$ cat src/rtl/lsc_pkg.sv
package lsc_pkg;
  localparam int LINES   = 4;
  localparam int SLOT_W  = 2;
  localparam int MAP_W   = LINES * SLOT_W;

  typedef logic [SLOT_W-1:0] slot_t;
  typedef logic [MAP_W-1:0]  map_t;

  localparam slot_t FAST_SLOT = '0;

  function automatic map_t identity_map();
    map_t m;
    for (int k = 0; k < LINES; k++) m[k*SLOT_W +: SLOT_W] = slot_t'(k);
    return m;
  endfunction

  function automatic slot_t loc_of(map_t m, slot_t line);
    return m[line*SLOT_W +: SLOT_W];
  endfunction

  function automatic logic is_perm(map_t m);
    logic [LINES-1:0] seen;
    seen = '0;
    for (int k = 0; k < LINES; k++) seen[m[k*SLOT_W +: SLOT_W]] = 1'b1;
    return &seen;
  endfunction
endpackage

$ cat src/rtl/lsc_table.sv
module lsc_table
  import lsc_pkg::*;
#(
  parameter int NUM_GROUPS = 64,
  parameter int GRP_W      = (NUM_GROUPS > 1) ? $clog2(NUM_GROUPS) : 1
) (
  input  logic             clk_i,
  input  logic             rst_ni,
  input  logic [GRP_W-1:0] rd_group_i,
  output map_t             rd_map_o,
  input  logic             wr_en_i,
  input  logic [GRP_W-1:0] wr_group_i,
  input  map_t             wr_map_i
);
  map_t tbl_q [NUM_GROUPS];

  for (genvar g = 0; g < NUM_GROUPS; g++) begin : g_grp
    always_ff @(posedge clk_i or negedge rst_ni) begin
      if (!rst_ni)                                    tbl_q[g] <= identity_map();
      else if (wr_en_i && wr_group_i == GRP_W'(g))    tbl_q[g] <= wr_map_i;
    end


    perm_chk: assert property (@(posedge clk_i) disable iff (!rst_ni) is_perm(tbl_q[g]));
  end

  always_comb begin
    rd_map_o = identity_map();
    for (int g = 0; g < NUM_GROUPS; g++)
      if (rd_group_i == GRP_W'(g)) rd_map_o = tbl_q[g];
  end
endmodule

$ cat src/rtl/lsc_resolve.sv
module lsc_resolve
  import lsc_pkg::*;
(
  input  map_t  map_i,
  input  slot_t line_i,
  output logic  hit_o,
  output slot_t slot_o,
  output slot_t victim_o,
  output map_t  new_map_o
);
  always_comb begin
    slot_o   = loc_of(map_i, line_i);
    hit_o    = (slot_o == FAST_SLOT);
    victim_o = '0;
    for (int k = 0; k < LINES; k++)
      if (map_i[k*SLOT_W +: SLOT_W] == FAST_SLOT) victim_o = slot_t'(k);
    new_map_o = map_i;
    new_map_o[victim_o*SLOT_W +: SLOT_W] = slot_o;
    new_map_o[line_i*SLOT_W +: SLOT_W]   = FAST_SLOT;
  end
endmodule

$ cat src/rtl/lsc_cmd.sv
module lsc_cmd
  import lsc_pkg::*;
#(
  parameter int GRP_W = 6
) (
  input  logic             clk_i,
  input  logic             rst_ni,
  input  logic             load_i,
  input  logic [GRP_W-1:0] group_i,
  input  slot_t            far_i,
  input  slot_t            victim_i,
  input  map_t             map_i,
  input  logic             ready_i,
  output logic             valid_o,
  output logic [GRP_W-1:0] group_o,
  output slot_t            far_o,
  output slot_t            victim_o,
  output map_t             map_o,
  output logic             fire_o
);
  assign fire_o = valid_o & ready_i;

  always_ff @(posedge clk_i or negedge rst_ni) begin
    if (!rst_ni) begin
      valid_o  <= 1'b0;
      group_o  <= '0;
      far_o    <= '0;
      victim_o <= '0;
      map_o    <= '0;
    end else if (load_i) begin
      valid_o  <= 1'b1;
      group_o  <= group_i;
      far_o    <= far_i;
      victim_o <= victim_i;
      map_o    <= map_i;
    end else if (fire_o) begin
      valid_o  <= 1'b0;
    end
  end


  hold_chk: assert property (@(posedge clk_i) disable iff (!rst_ni)
    valid_o && !ready_i |=> valid_o && $stable(far_o) && $stable(group_o) && $stable(victim_o));

  far_chk: assert property (@(posedge clk_i) disable iff (!rst_ni)
    valid_o |-> far_o != FAST_SLOT);
endmodule

$ cat src/rtl/line_swap_ctrl.sv
module line_swap_ctrl
  import lsc_pkg::*;
#(
  parameter int NUM_GROUPS = 64,
  parameter int GRP_W      = (NUM_GROUPS > 1) ? $clog2(NUM_GROUPS) : 1
) (
  input  logic             clk_i,
  input  logic             rst_ni,
  input  logic             req_valid_i,
  output logic             req_ready_o,
  input  logic [GRP_W-1:0] req_group_i,
  input  logic [1:0]       req_line_i,
  output logic             rsp_valid_o,
  output logic             rsp_hit_o,
  output logic [1:0]       rsp_slot_o,
  output logic [7:0]       rsp_map_o,
  output logic             swp_valid_o,
  input  logic             swp_ready_i,
  output logic [GRP_W-1:0] swp_group_o,
  output logic [1:0]       swp_fast_slot_o,
  output logic [1:0]       swp_far_slot_o,
  output logic [1:0]       swp_victim_o,
  output logic             tbl_wr_o,
  output logic [GRP_W-1:0] tbl_group_o,
  output logic [7:0]       tbl_map_o
);
  map_t  rd_map, nxt_map, cmd_map;
  logic  lk_hit, accept, fire;
  slot_t lk_slot, lk_victim;

  assign req_ready_o = ~swp_valid_o;
  assign accept      = req_valid_i & req_ready_o;

  lsc_table #(.NUM_GROUPS(NUM_GROUPS), .GRP_W(GRP_W)) u_table (
    .clk_i      (clk_i),
    .rst_ni     (rst_ni),
    .rd_group_i (req_group_i),
    .rd_map_o   (rd_map),
    .wr_en_i    (fire),
    .wr_group_i (swp_group_o),
    .wr_map_i   (cmd_map)
  );

  lsc_resolve u_resolve (
    .map_i     (rd_map),
    .line_i    (req_line_i),
    .hit_o     (lk_hit),
    .slot_o    (lk_slot),
    .victim_o  (lk_victim),
    .new_map_o (nxt_map)
  );

  lsc_cmd #(.GRP_W(GRP_W)) u_cmd (
    .clk_i    (clk_i),
    .rst_ni   (rst_ni),
    .load_i   (accept & ~lk_hit),
    .group_i  (req_group_i),
    .far_i    (lk_slot),
    .victim_i (lk_victim),
    .map_i    (nxt_map),
    .ready_i  (swp_ready_i),
    .valid_o  (swp_valid_o),
    .group_o  (swp_group_o),
    .far_o    (swp_far_slot_o),
    .victim_o (swp_victim_o),
    .map_o    (cmd_map),
    .fire_o   (fire)
  );

  always_ff @(posedge clk_i or negedge rst_ni) begin
    if (!rst_ni) begin
      rsp_valid_o <= 1'b0;
      rsp_hit_o   <= 1'b0;
      rsp_slot_o  <= '0;
      rsp_map_o   <= '0;
    end else begin
      rsp_valid_o <= accept;
      if (accept) begin
        rsp_hit_o  <= lk_hit;
        rsp_slot_o <= lk_slot;
        rsp_map_o  <= rd_map;
      end
    end
  end

  assign swp_fast_slot_o = FAST_SLOT;
  assign tbl_wr_o        = fire;
  assign tbl_group_o     = swp_group_o;
  assign tbl_map_o       = cmd_map;


  hit_chk: assert property (@(posedge clk_i) disable iff (!rst_ni)
    rsp_valid_o && rsp_hit_o |-> !swp_valid_o && rsp_slot_o == FAST_SLOT);

  miss_chk: assert property (@(posedge clk_i) disable iff (!rst_ni)
    rsp_valid_o && !rsp_hit_o |-> swp_valid_o && swp_far_slot_o == rsp_slot_o);

  stall_chk: assert property (@(posedge clk_i) disable iff (!rst_ni)
    swp_valid_o |=> !rsp_valid_o);

  lat_chk: assert property (@(posedge clk_i) disable iff (!rst_ni)
    rsp_valid_o |-> $past(req_valid_i && req_ready_o));

  map_perm_chk: assert property (@(posedge clk_i) disable iff (!rst_ni)
    tbl_wr_o |-> is_perm(tbl_map_o) && tbl_map_o[swp_victim_o*2 +: 2] == swp_far_slot_o);
endmodule

$ cat config.mk
export PLATFORM = sky130hd
export DESIGN_NAME = line_swap_ctrl
export DESIGN_NICKNAME = d
export VERILOG_FILES = /design/src/rtl/lsc_pkg.sv /design/src/rtl/lsc_table.sv /design/src/rtl/lsc_resolve.sv /design/src/rtl/lsc_cmd.sv /design/src/rtl/line_swap_ctrl.sv
export SDC_FILE = /design/constraint.sdc
export NUM_CORES = 1
export LEC_CHECK = 0
export ABC_AREA = 1
export BUFFER_PORTS_ARGS = -buffer_cell sky130_fd_sc_hd__buf_2
export CORE_MARGIN = 2
export CORE_UTILIZATION = 57
export CTS_CLUSTER_SIZE = 16
export DETAILED_ROUTE_END_ITERATION = 16
export PLACE_DENSITY = 0.76
export SLEW_MARGIN = 20
export SYNTH_ARGS = -nofsm -noshare
export SYNTH_HDL_FRONTEND = slang
export SYNTH_SLANG_ARGS = --single-unit
$ cat constraint.sdc
create_clock -name clk_i -period 4.6 [get_ports clk_i]
set_input_delay 0.23 -clock clk_i [delete_from_list [all_inputs] [get_ports clk_i]]
set_output_delay 0.23 -clock clk_i [all_outputs]
set_load 0.02 [all_outputs]
==> impl_metrics.env <==
export IMPL_status="finished with violations"
export IMPL_violations="setup timing"
export IMPL_leakage_nw=12.65
export IMPL_dp_cells=3822
export IMPL_fmax_ghz=0.1883
export IMPL_tns_ns=-13.29
export IMPL_fill_cells=3631
export IMPL_comb_power_share=0.220
export IMPL_place_congestion=0.9391
export IMPL_rsz0062_at_grt="yes"
export IMPL_design_core_area_um2=44030
export IMPL_postPlaceCellArea_um2=27160
export IMPL_initial_utilization=0.5748
export IMPL_netlist_top_cells_area="dfrtp_1 (28%), dfstp_2 (27%), nand2_1 (16%), o21ai_0 (11%), inv_1 (3.0%)"
export IMPL_worstMarginPinSlew_ns=0.9853
export IMPL_drt_iter0_drc=2241
export IMPL_htreeDepth=2
export IMPL_ys_flop_type="dfrtp_1"
export IMPL_clock_sinks=543
export IMPL_grt_first_pass_wirelength_um=115900
export IMPL_drv_slew=0
export IMPL_final_core_util=0.6710
export IMPL_slew_headroom=0.3395
export IMPL_drc_errors=0
export IMPL_wl_per_cell_um=18.27
export IMPL_p_int_mw=9.454
export IMPL_cts_tree="built"
export IMPL_synthTopCellsByCount="nand2_1 (1104), o21ai_0 (552), dfrtp_1 (287)"
export IMPL_drive_above_1_share=0.2557
export IMPL_io_buffers=50
export IMPL_cp_max_fo=4
export IMPL_path_clk_slew_ns=0.06
export IMPL_design_area_um2=29540
export IMPL_area_delta_synth_final_pct=16.74
export IMPL_total_power_mw=14.09
export IMPL_synth_edff_count=0
export IMPL_vias=22100
export IMPL_grt_max_degree=126
export IMPL_drv_cap=0
export IMPL_p_sw_mw=4.633
export IMPL_drt_total_wl_um=72030
export IMPL_regArea_um2=13910
export IMPL_final_cell_count_no_fill=3943
export IMPL_crit_type="reg -> reg"
export IMPL_n_antenna_cell=0
export IMPL_pre_cts_slack_ns=-1.061
export IMPL_swShare=0.3289
export IMPL_rows=77
export IMPL_vias_per_cell=5.605
export IMPL_yosysTopAreaCell="dfrtp_1"
export IMPL_min_path_type="in -> reg"
export IMPL_period_minus_slack_ns=5.310
export IMPL_clkPwrFrac=0.321
export IMPL_die_area_um2=46100
export IMPL_hold_viol=0
export IMPL_detail_route_first_pass_iterations=6
export IMPL_fin_skew_ns=0.02516
export IMPL_timing_hold_ws_ns=0.03650
export IMPL_crit_required_ns=5.11
export IMPL_grt_overflow=0
export IMPL_nets=3320
export IMPL_cp_common_cell="nand2_1"
export IMPL_antenna_left=0
export IMPL_ir_drop_uv=421.3
export IMPL_ios=53
export IMPL_slowest_delay_ns=0.54
export IMPL_numCtsBuffers=56
export IMPL_avgSynthCellArea_um2=8.065
export IMPL_critPathSlowestCell="dfstp_2"
export IMPL_setup_violations=23
export IMPL_die_w_um=214.7
export IMPL_cp_arrival_ns=5.82
export IMPL_setup_ws_ns=-0.7096
export IMPL_dpl_hpwl_um=47610
export IMPL_multi_input_area_um2=10360
export IMPL_ys_seq_area_frac=0.5496
export IMPL_synth_top_cell_area_share=0.2838
export IMPL_first_global_vias=21680
export IMPL_die_h_um=214.7
export IMPL_ys_types=35
export IMPL_ys_ff_latch=543
export IMPL_track_usage=0.3147
export IMPL_power_density_nw_per_um2=476.8
export IMPL_yosys_warnings=0
export IMPL_asyncSetResetFlopFracSynth=1.000
export IMPL_yosysMostFrequentCell="nand2_1"
export IMPL_insertion_delay_ns=0.62
export IMPL_clock_path_buffers=3
export IMPL_crit_path_end_kind="register"
export IMPL_antenna_found_initial=0
export IMPL_netlist_area_um2=25310
export IMPL_synthCells=3138
export IMPL_power_frac_seq=0.459
export IMPL_cp_start_kind="register"
export IMPL_root_buffer="clkbuf_16"
export IMPL_final_period_utilization=1.154
-- cell type report --
class | instances | share of cell area
sequential | 543 | 0.4708
multi-input combinational | 2228 | 0.3508
timing repair buffer | 248 | 0.06319
clock buffer | 83 | 0.05328
inverter | 227 | 0.02901
tap | 592 | 0.02507
clock inverter | 22 | 0.007877
-- state kept, by name, indices dropped and copies added, names as in the netlist --
name	flops
rsp_map_o	8
rsp_slot_o	2
u_cmd.valid_o	1
u_cmd.victim_o	2
u_cmd.map_o	8
rsp_hit_o	1
rsp_valid_o	1
u_cmd.group_o	6
u_cmd.far_o	2
u_table.tbl_q	512
-- per-layer routing --
layer,global-route usage,part of all wire,up-vias
met5,0,0,-
met3,0.05209,0.067,194
met1,0.4290,0.42,10720
met4,0.1206,0.038,0
li1,-,-,10380
met2,0.5090,0.47,803
-- worst paths after layout --
check / depth (start not counted) / slack (ns) / to / from
max: 60 / -0.71 / u_cmd.map_o[5] / u_table.tbl_q[494]
min: 4 / 0.04 / u_cmd.group_o[2] / req_group_i[2]
max reg2reg: 60 / -0.71 / u_cmd.map_o[5] / u_table.tbl_q[494]
min reg2reg: 2 / 0.47 / u_cmd.far_o[0] / u_cmd.far_o[0]
max in group asynchronous: 3 / 3.18 / u_table.tbl_q[352] / rst_ni
min in group asynchronous: 2 / 0.26 / u_table.tbl_q[113] / rst_ni
-- critical path, delay by kind of cell, from the launching register on --
kind,cells,cell delay [ns]
flip-flops,1,0.54
AND/OR/NAND/NOR,53,3.98
adder cells (fa/ha/maj),1,0.15
AO/OA/AOI/OAI,1,0.07
buffers and inverters,5,0.43
-- power groups by stage --
stage / logic [mW] / clock network, mW / registers (mW)
5_1_grt: 3.41 / 4.76 / 6.55
4_1_cts: 2.97 / 4.58 / 6.44
3_5_place_dp: 2.84 / 0 / 6.50
2_1_floorplan: 1.61 / 0 / 6.47
6_report: 3.10 / 4.52 / 6.46
3_3_place_gp: 2.77 / 0 / 6.47
-- cells in the final DEF (no fill, tap or decap), types with 6 or more instances in the layout --
cell type	netlist	final
a21oi_1	67	64
buf_12	0	6
buf_2	1	49
buf_4	8	179
buf_6	3	10
clkbuf_1	127	21
clkbuf_16	0	57
clkinv_2	0	11
dfrtp_1	287	287
dfstp_2	256	256
inv_1	202	190
inv_2	14	33
nand2_1	1104	1066
nand2_2	9	46
nand3_1	59	26
nand3_2	1	33
nand4_1	85	85
nor2_1	188	178
nor2_2	10	19
nor2_4	9	10
nor3_1	10	6
o21ai_0	552	544
o21ai_2	8	14
or2_0	7	7
or2_1	6	6
or2_2	99	98
-- logic make-up after synthesis --
| group | Yosys count | synth area share |
|---|---|---|
| and+or+nand+nor | 1590 | 0.2642 |
| AOI/OAI and AO/OA | 632 | 0.1264 |
| DFF | 543 | 0.5496 |
| buffers and inverters | 368 | 0.05770 |
| adders and majority gates | 4 | 0.001978 |
| other | 1 | 0.0001482 |
-- what timing repair did --
item	in CTS	in global routing
endpoints found under the hold margin	48	0
pin swaps	27	90
resized for setup	44	91
hold buffers	3	0
buffers inserted	9	7
endpoints found under the setup margin	23	29
(Power assumes the default switching activity.)
